**src/rtl/aud_dec_pkg.sv**
```systemverilog
package aud_dec_pkg;

  // Decoded diagnostic-port requests passed from control to datapath.
  typedef struct packed {
    logic diagWr;     // first cycle of a qualified write to the lock/preload offset
    logic rdPulse;    // qualified read of the pulse-level offset
    logic rdTriNoise; // qualified read of the triangle/noise offset
    logic rdDelta;    // qualified read of the delta-modulation offset
  } diagCtl_t;

endpackage

```
**src/rtl/aud_dec_ctrl.sv**
```systemverilog
module aud_dec_ctrl
  import aud_dec_pkg::*;
#(
  parameter int unsigned ADDR_W    = 16,
  parameter int unsigned OFF_W     = 5,
  parameter logic [ADDR_W-1:0] BASE_ADDR = 16'h4000,
  parameter logic [(1<<OFF_W)-1:0] WR_MASK = 32'h00FF_FFFF,
  parameter logic [(1<<OFF_W)-1:0] RD_MASK = 32'h0020_0000,
  parameter int unsigned PULSE_OFF = 24,
  parameter int unsigned TRINS_OFF = 25,
  parameter int unsigned DELTA_OFF = 26
) (
  input  logic                   clk,
  input  logic                   rstN,
  input  logic [ADDR_W-1:0]      cpuAddr,
  input  logic                   cpuRnw,
  input  logic                   cpuSel,
  input  logic                   testEn,
  output logic [(1<<OFF_W)-1:0]  wrStrobe,
  output logic [(1<<OFF_W)-1:0]  rdStrobe,
  output diagCtl_t               diagCtl
);

  localparam int unsigned NREG = 1 << OFF_W;

  logic              selQ;
  logic              baseHit;
  logic              writeStart;
  logic              readNow;
  logic [OFF_W-1:0]  offset;
  logic [NREG-1:0]   wrNext;

  assign offset     = cpuAddr[OFF_W-1:0];
  assign baseHit    = cpuSel && (cpuAddr[ADDR_W-1:OFF_W] == BASE_ADDR[ADDR_W-1:OFF_W]);
  assign writeStart = baseHit && !cpuRnw && !selQ;
  assign readNow    = baseHit && cpuRnw;

  always_ff @(posedge clk) begin
    if (!rstN) selQ <= 1'b0;
    else       selQ <= cpuSel;
  end

  for (genvar i = 0; i < NREG; i++) begin : g_reg
    localparam bit IS_DIAG_RD = (i == PULSE_OFF) || (i == TRINS_OFF) || (i == DELTA_OFF);
    localparam bit IS_DIAG_WR = (i == DELTA_OFF);
    logic hit;
    logic wrAllow;
    logic rdAllow;
    assign hit     = (offset == OFF_W'(i));
    assign wrAllow = WR_MASK[i] || (IS_DIAG_WR && testEn);
    assign rdAllow = RD_MASK[i] || (IS_DIAG_RD && testEn);
    assign wrNext[i]   = writeStart && hit && wrAllow;
    assign rdStrobe[i] = readNow && hit && rdAllow;
  end

  always_ff @(posedge clk) begin
    if (!rstN) wrStrobe <= '0;
    else       wrStrobe <= wrNext;
  end

  always_comb begin
    diagCtl            = '0;
    diagCtl.diagWr     = writeStart && testEn && (offset == OFF_W'(DELTA_OFF));
    diagCtl.rdPulse    = readNow && testEn && (offset == OFF_W'(PULSE_OFF));
    diagCtl.rdTriNoise = readNow && testEn && (offset == OFF_W'(TRINS_OFF));
    diagCtl.rdDelta    = readNow && testEn && (offset == OFF_W'(DELTA_OFF));
  end

endmodule

```
**src/rtl/aud_dec_dp.sv**
```systemverilog
module aud_dec_dp
  import aud_dec_pkg::*;
#(
  parameter int unsigned DATA_W  = 8,
  parameter int unsigned LVL_W   = 4,
  parameter int unsigned DELTA_W = 7,
  parameter int unsigned STEP_W  = 5,
  parameter int unsigned LOCK_BIT = 7
) (
  input  logic               clk,
  input  logic               rstN,
  input  diagCtl_t           diagCtl,
  input  logic [DATA_W-1:0]  cpuData,
  input  logic [LVL_W-1:0]   pulse0Lvl,
  input  logic [LVL_W-1:0]   pulse1Lvl,
  input  logic [LVL_W-1:0]   triLvl,
  input  logic [LVL_W-1:0]   noiseLvl,
  input  logic [DELTA_W-1:0] dmcLvl,
  input  logic               triTickIn,
  output logic [DATA_W-1:0]  rdData,
  output logic [STEP_W-1:0]  triPreload,
  output logic               triPreloadStb,
  output logic               chanLock,
  output logic               triTickOut
);

  localparam int unsigned PAIR_W = 2 * LVL_W;

  logic [PAIR_W-1:0] pulsePair;
  logic [PAIR_W-1:0] triNoisePair;

  assign pulsePair    = {pulse1Lvl, pulse0Lvl};
  assign triNoisePair = {noiseLvl, triLvl};

  always_comb begin
    rdData = '0;
    if (diagCtl.rdPulse)         rdData = DATA_W'(pulsePair);
    else if (diagCtl.rdTriNoise) rdData = DATA_W'(triNoisePair);
    else if (diagCtl.rdDelta)    rdData = DATA_W'(dmcLvl);
  end

  always_ff @(posedge clk) begin
    if (!rstN) begin
      triPreload    <= '0;
      triPreloadStb <= 1'b0;
      chanLock      <= 1'b0;
    end else begin
      triPreloadStb <= diagCtl.diagWr;
      if (diagCtl.diagWr) begin
        triPreload <= cpuData[STEP_W-1:0];
        chanLock   <= cpuData[LOCK_BIT];
      end
    end
  end

  assign triTickOut = triTickIn && !chanLock;

endmodule

```
**src/rtl/audio_reg_decode.sv**
```systemverilog
module audio_reg_decode
  import aud_dec_pkg::*;
#(
  parameter int unsigned ADDR_W    = 16,
  parameter int unsigned DATA_W    = 8,
  parameter int unsigned OFF_W     = 5,
  parameter logic [ADDR_W-1:0] BASE_ADDR = 16'h4000,
  parameter logic [(1<<OFF_W)-1:0] WR_MASK = 32'h00FF_FFFF,
  parameter logic [(1<<OFF_W)-1:0] RD_MASK = 32'h0020_0000,
  parameter int unsigned LVL_W     = 4,
  parameter int unsigned DELTA_W   = 7,
  parameter int unsigned STEP_W    = 5
) (
  input  logic                  clk,
  input  logic                  rstN,
  input  logic [ADDR_W-1:0]     cpuAddr,
  input  logic [DATA_W-1:0]     cpuData,
  input  logic                  cpuRnw,
  input  logic                  cpuSel,
  input  logic                  testEn,
  input  logic [LVL_W-1:0]      pulse0Lvl,
  input  logic [LVL_W-1:0]      pulse1Lvl,
  input  logic [LVL_W-1:0]      triLvl,
  input  logic [LVL_W-1:0]      noiseLvl,
  input  logic [DELTA_W-1:0]    dmcLvl,
  input  logic                  triTickIn,
  output logic [(1<<OFF_W)-1:0] wrStrobe,
  output logic [(1<<OFF_W)-1:0] rdStrobe,
  output logic [DATA_W-1:0]     rdData,
  output logic [STEP_W-1:0]     triPreload,
  output logic                  triPreloadStb,
  output logic                  chanLock,
  output logic                  triTickOut
);

  diagCtl_t diagCtl;

  aud_dec_ctrl #(
    .ADDR_W(ADDR_W), .OFF_W(OFF_W), .BASE_ADDR(BASE_ADDR),
    .WR_MASK(WR_MASK), .RD_MASK(RD_MASK),
    .PULSE_OFF(24), .TRINS_OFF(25), .DELTA_OFF(26)
  ) ctrl_i (
    .clk(clk), .rstN(rstN), .cpuAddr(cpuAddr), .cpuRnw(cpuRnw),
    .cpuSel(cpuSel), .testEn(testEn),
    .wrStrobe(wrStrobe), .rdStrobe(rdStrobe), .diagCtl(diagCtl)
  );

  aud_dec_dp #(
    .DATA_W(DATA_W), .LVL_W(LVL_W), .DELTA_W(DELTA_W),
    .STEP_W(STEP_W), .LOCK_BIT(DATA_W-1)
  ) dp_i (
    .clk(clk), .rstN(rstN), .diagCtl(diagCtl), .cpuData(cpuData),
    .pulse0Lvl(pulse0Lvl), .pulse1Lvl(pulse1Lvl), .triLvl(triLvl),
    .noiseLvl(noiseLvl), .dmcLvl(dmcLvl), .triTickIn(triTickIn),
    .rdData(rdData), .triPreload(triPreload), .triPreloadStb(triPreloadStb),
    .chanLock(chanLock), .triTickOut(triTickOut)
  );

endmodule

```
**config.mk**
```make
export PLATFORM = sky130hd
export DESIGN_NAME = audio_reg_decode
export DESIGN_NICKNAME = d
export VERILOG_FILES = /design/src/rtl/aud_dec_pkg.sv /design/src/rtl/aud_dec_ctrl.sv /design/src/rtl/aud_dec_dp.sv /design/src/rtl/audio_reg_decode.sv
export SDC_FILE = /design/constraint.sdc
export NUM_CORES = 1
export LEC_CHECK = 0
export BUFFER_PORTS_ARGS = -buffer_cell sky130_fd_sc_hd__buf_2
export CORE_UTILIZATION = 30
export CTS_BUF_LIST = sky130_fd_sc_hd__clkbuf_4
export CTS_CLUSTER_SIZE = 30
export DETAILED_ROUTE_END_ITERATION = 8
export PLACE_DENSITY = 0.66
export SYNTH_ARGS = -nofsm -noshare
export SYNTH_HDL_FRONTEND = slang
export SYNTH_SLANG_ARGS = --single-unit
```
**constraint.sdc**
```tcl
create_clock -name clk -period 3.26 [get_ports clk]
set_input_delay 0.652 -clock clk [delete_from_list [all_inputs] [get_ports clk]]
set_output_delay 0.652 -clock clk [all_outputs]
set_load 0.02 [all_outputs]
```
==> flow_metrics.tcl <==
set metrics [dict create \
    dieHeight_microns 73.8 \
    cts_tree "built" \
    r2r_end "dp_i.triPreload[3]$_SDFFE_PN0P_" \
    synth.largest_area_cell "dfxtp_1" \
    maxSlewHeadroom_pct 60.1 \
    tns_ps 0 \
    clk_pin_slew_ps 100 \
    clockBufferDepth 2 \
    synth.distinct_cells 30 \
    dpl.hpwl_mm 2.89 \
    grt.total_usage_pct 13.6 \
    wire_per_inst_microns 10.5 \
    die_w_microns 73.8 \
    grt_overflow 0 \
    cp.buffers_inverters 2 \
    reg2reg_slack_ps 1820 \
    path_depth 6 \
    crit_start "cpuAddr[8]" \
    cp.required_ps 2610 \
    final.setup.worst_slack_ps 372 \
    finish.utilization_pct 41.6 \
    max_freq_mhz 346 \
    crit_end "rdData[7]" \
    start_util_pct 31.9 \
    finalNetCount 335 \
    setup_viol 0 \
    cp_top_family "simple AND/OR/NAND/NOR gates" \
    vias 1438 \
    cp_max_fo 11 \
    grt_pass1_wl_mm 5.62 \
    min-delay-path-class "reg2reg" \
    rows 25 \
    grt_pass1_vias 1209 \
    drive_gt1_share_pct 38.9 \
    place_ws_ps 338 \
    grt_max_degree 14 \
    avgSynthCellArea_sq_um 8.32 \
    r2r_start "ctrl_i.selQ$_SDFF_PN0_" \
    numCtsBuffers 5 \
    dr.pass1.iters 4 \
    core_area_sq_um 4850 \
    cts.htree.levels 2 \
    area_delta_synth_final_pct 30.3 \
    crit_type "in2out" \
    period_needed_ps 2890 \
    drtAntennaViolNets 0 \
    clk_latency_ps 320 \
    diodes 0 \
    io_buffers 95 \
    gp_congestion 0.723 \
    antenna_found_initial 0 \
    syn_inst 186 \
    clkSinkCount 33 \
    crit_arrival_ps 2240 \
    max_cap_violations 0 \
    postCtsSetupRepairBufs 0 \
    die_area_sq_um 5450 \
    cts_hold_buf 0 \
    wl_mm 3.67 \
    root_buffer "clkbuf_4" \
    ys_seq_area_share_pct 42.7 \
    skew_ps 5.31 \
    worstMarginPinSlew_ps 596 \
    viasPerCell 4.11 \
    status "finished, final reports clean" \
    ios 133 \
    endpoint_kind "output pin" \
    drc_errors 0 \
    hold_viol 0 \
    vdd_drop_max_v 0.000121 \
    post_cts_resized 0 \
    post-route-period-util_pct 88.6 \
    start_kind "primary input" \
    max_stage_delay_ps 560 \
    crit_chain "buf_2 > or4_4 > nor2_1 > nand3_1 > nor3_1 > buf_2" \
    synth_top_area_share_pct 42.7 \
    cp_slowest_cell "or4_4" \
    yosys-top-cells-area "dfxtp_1 43%, buf_4 17%, nor2_1 11%" \
    rsz0062_at_grt "no" \
    power.leakage_nw 1.05 \
    yosysWarnings 0 \
    powerDensity_nw_per_um2 363 \
    crit_top_cell "buf_2" \
    slew_viol_final 0 \
    ys_ff_latch 33 \
    syn_area_sq_um 1550 \
    drt-initial-drc-count 80 \
    r2r_cells 4 \
]
metrics by stage:
| step | power [W] | cells | instance area, sq um | hold slack, ps |
|---|---|---|---|---|
| finish | 0.000732 | 350 | 2020 | 491 |
| CTS | 0.000739 | 350 | 2020 | 489 |
| global route | 0.000768 | 350 | 2020 | 533 |
| floorplan | 0.000512 | 220 | 1680 | 558 |
| detailed placement | 0.000518 | 342 | 1960 | 472 |
| global placement | 0.000517 | 342 | 1960 | 468 |
cells by family (layout without fill, tap and decap cells):
family	count (synthesis)	after routing	share of synthesized area, %
compound gates	19	19	6.14
buf+inv	44	107	19.3
simple gates	81	81	26.4
other cells	1	35	0.242
flops	33	33	42.7
mux	8	8	5.17
registers in the layout (all words and copies together) (netlist names):
| name | flops |
|---|---|
| ctrl_i.selQ | 1 |
| ctrl_i.wrStrobe | 25 |
| dp_i.chanLock | 1 |
| dp_i.triPreload | 5 |
| dp_i.triPreloadStb | 1 |
worst min-delay path: stages, from the launching register on:
cell	delay, ps
dfxtp_1	320
o21ai_1	70
a21oi_1	60
routing by layer:
metal / routed length (microns) / vias to the layer above / global-route usage, %
met5: 0 / - / 0
met3: 313 / 4 / 5.08
met2: 1760 / 79 / 22.4
met1: 1580 / 615 / 16.4
li1: - / 740 / -
met4: 23 / 0 / 4.27
power breakdown:
group          internal [W]  switching [W]
registers          0.000403    0.000000201
logic             0.0000357      0.0000694
clock network     0.0000904       0.000133
total              0.000530       0.000202
cell usage after synthesis, drive strengths merged:
cell type	n
nor2	44
buf	38
dfxtp	33
a21oi	13
nand3	9
mux2i	8
o21ai	6
clkbuf	5
nand2	3
nand2b	3
nor2b	3
nor3	3
nand3b	2
nand4	2
nor4	2
and2	1
and3	1
and4bb	1
clkinv	1
conb	1
nand4b	1
nor4b	1
nor4bb	1
or2	1
or3b	1
or4	1
or4b	1
placed cells by master (no fill, tap or decap), types with 3 or more instances in the layout:
cell	count
o21ai_1	6
dfxtp_1	33
mux2i_1	8
buf_4	3
nor2b_1	3
conb_1	35
a21oi_1	13
nand3_1	9
nand2b_1	3
clkbuf_4	6
nand2_1	3
nor2_1	44
nor3_1	3
buf_2	95
cell type report:
cell class	instances	area, sq um
repair buffers	98	498
inverters	1	3.75
flip-flops and latches	33	661
well taps	67	83.8
fillers	520	2830
multi-input cells	143	716
clock buffers	6	45.0
clock inverters	2	10.0
worst min-delay path by stage:
stage | endpoint | startpoint | depth (start not counted) | slack (ps)
floorplan | dp_i.triPreload[0]$_SDFFE_PN0P_ | dp_i.triPreload[0]$_SDFFE_PN0P_ | 2 | 560
global placement | dp_i.triPreload[2]$_SDFFE_PN0P_ | dp_i.triPreload[2]$_SDFFE_PN0P_ | 2 | 470
detailed placement | dp_i.triPreload[4]$_SDFFE_PN0P_ | dp_i.triPreload[4]$_SDFFE_PN0P_ | 2 | 470
CTS | dp_i.triPreload[2]$_SDFFE_PN0P_ | dp_i.triPreload[2]$_SDFFE_PN0P_ | 2 | 490
global route | dp_i.triPreload[4]$_SDFFE_PN0P_ | dp_i.triPreload[4]$_SDFFE_PN0P_ | 2 | 530
finish | dp_i.triPreload[0]$_SDFFE_PN0P_ | dp_i.triPreload[0]$_SDFFE_PN0P_ | 2 | 490
(Power assumes the default switching activity.)
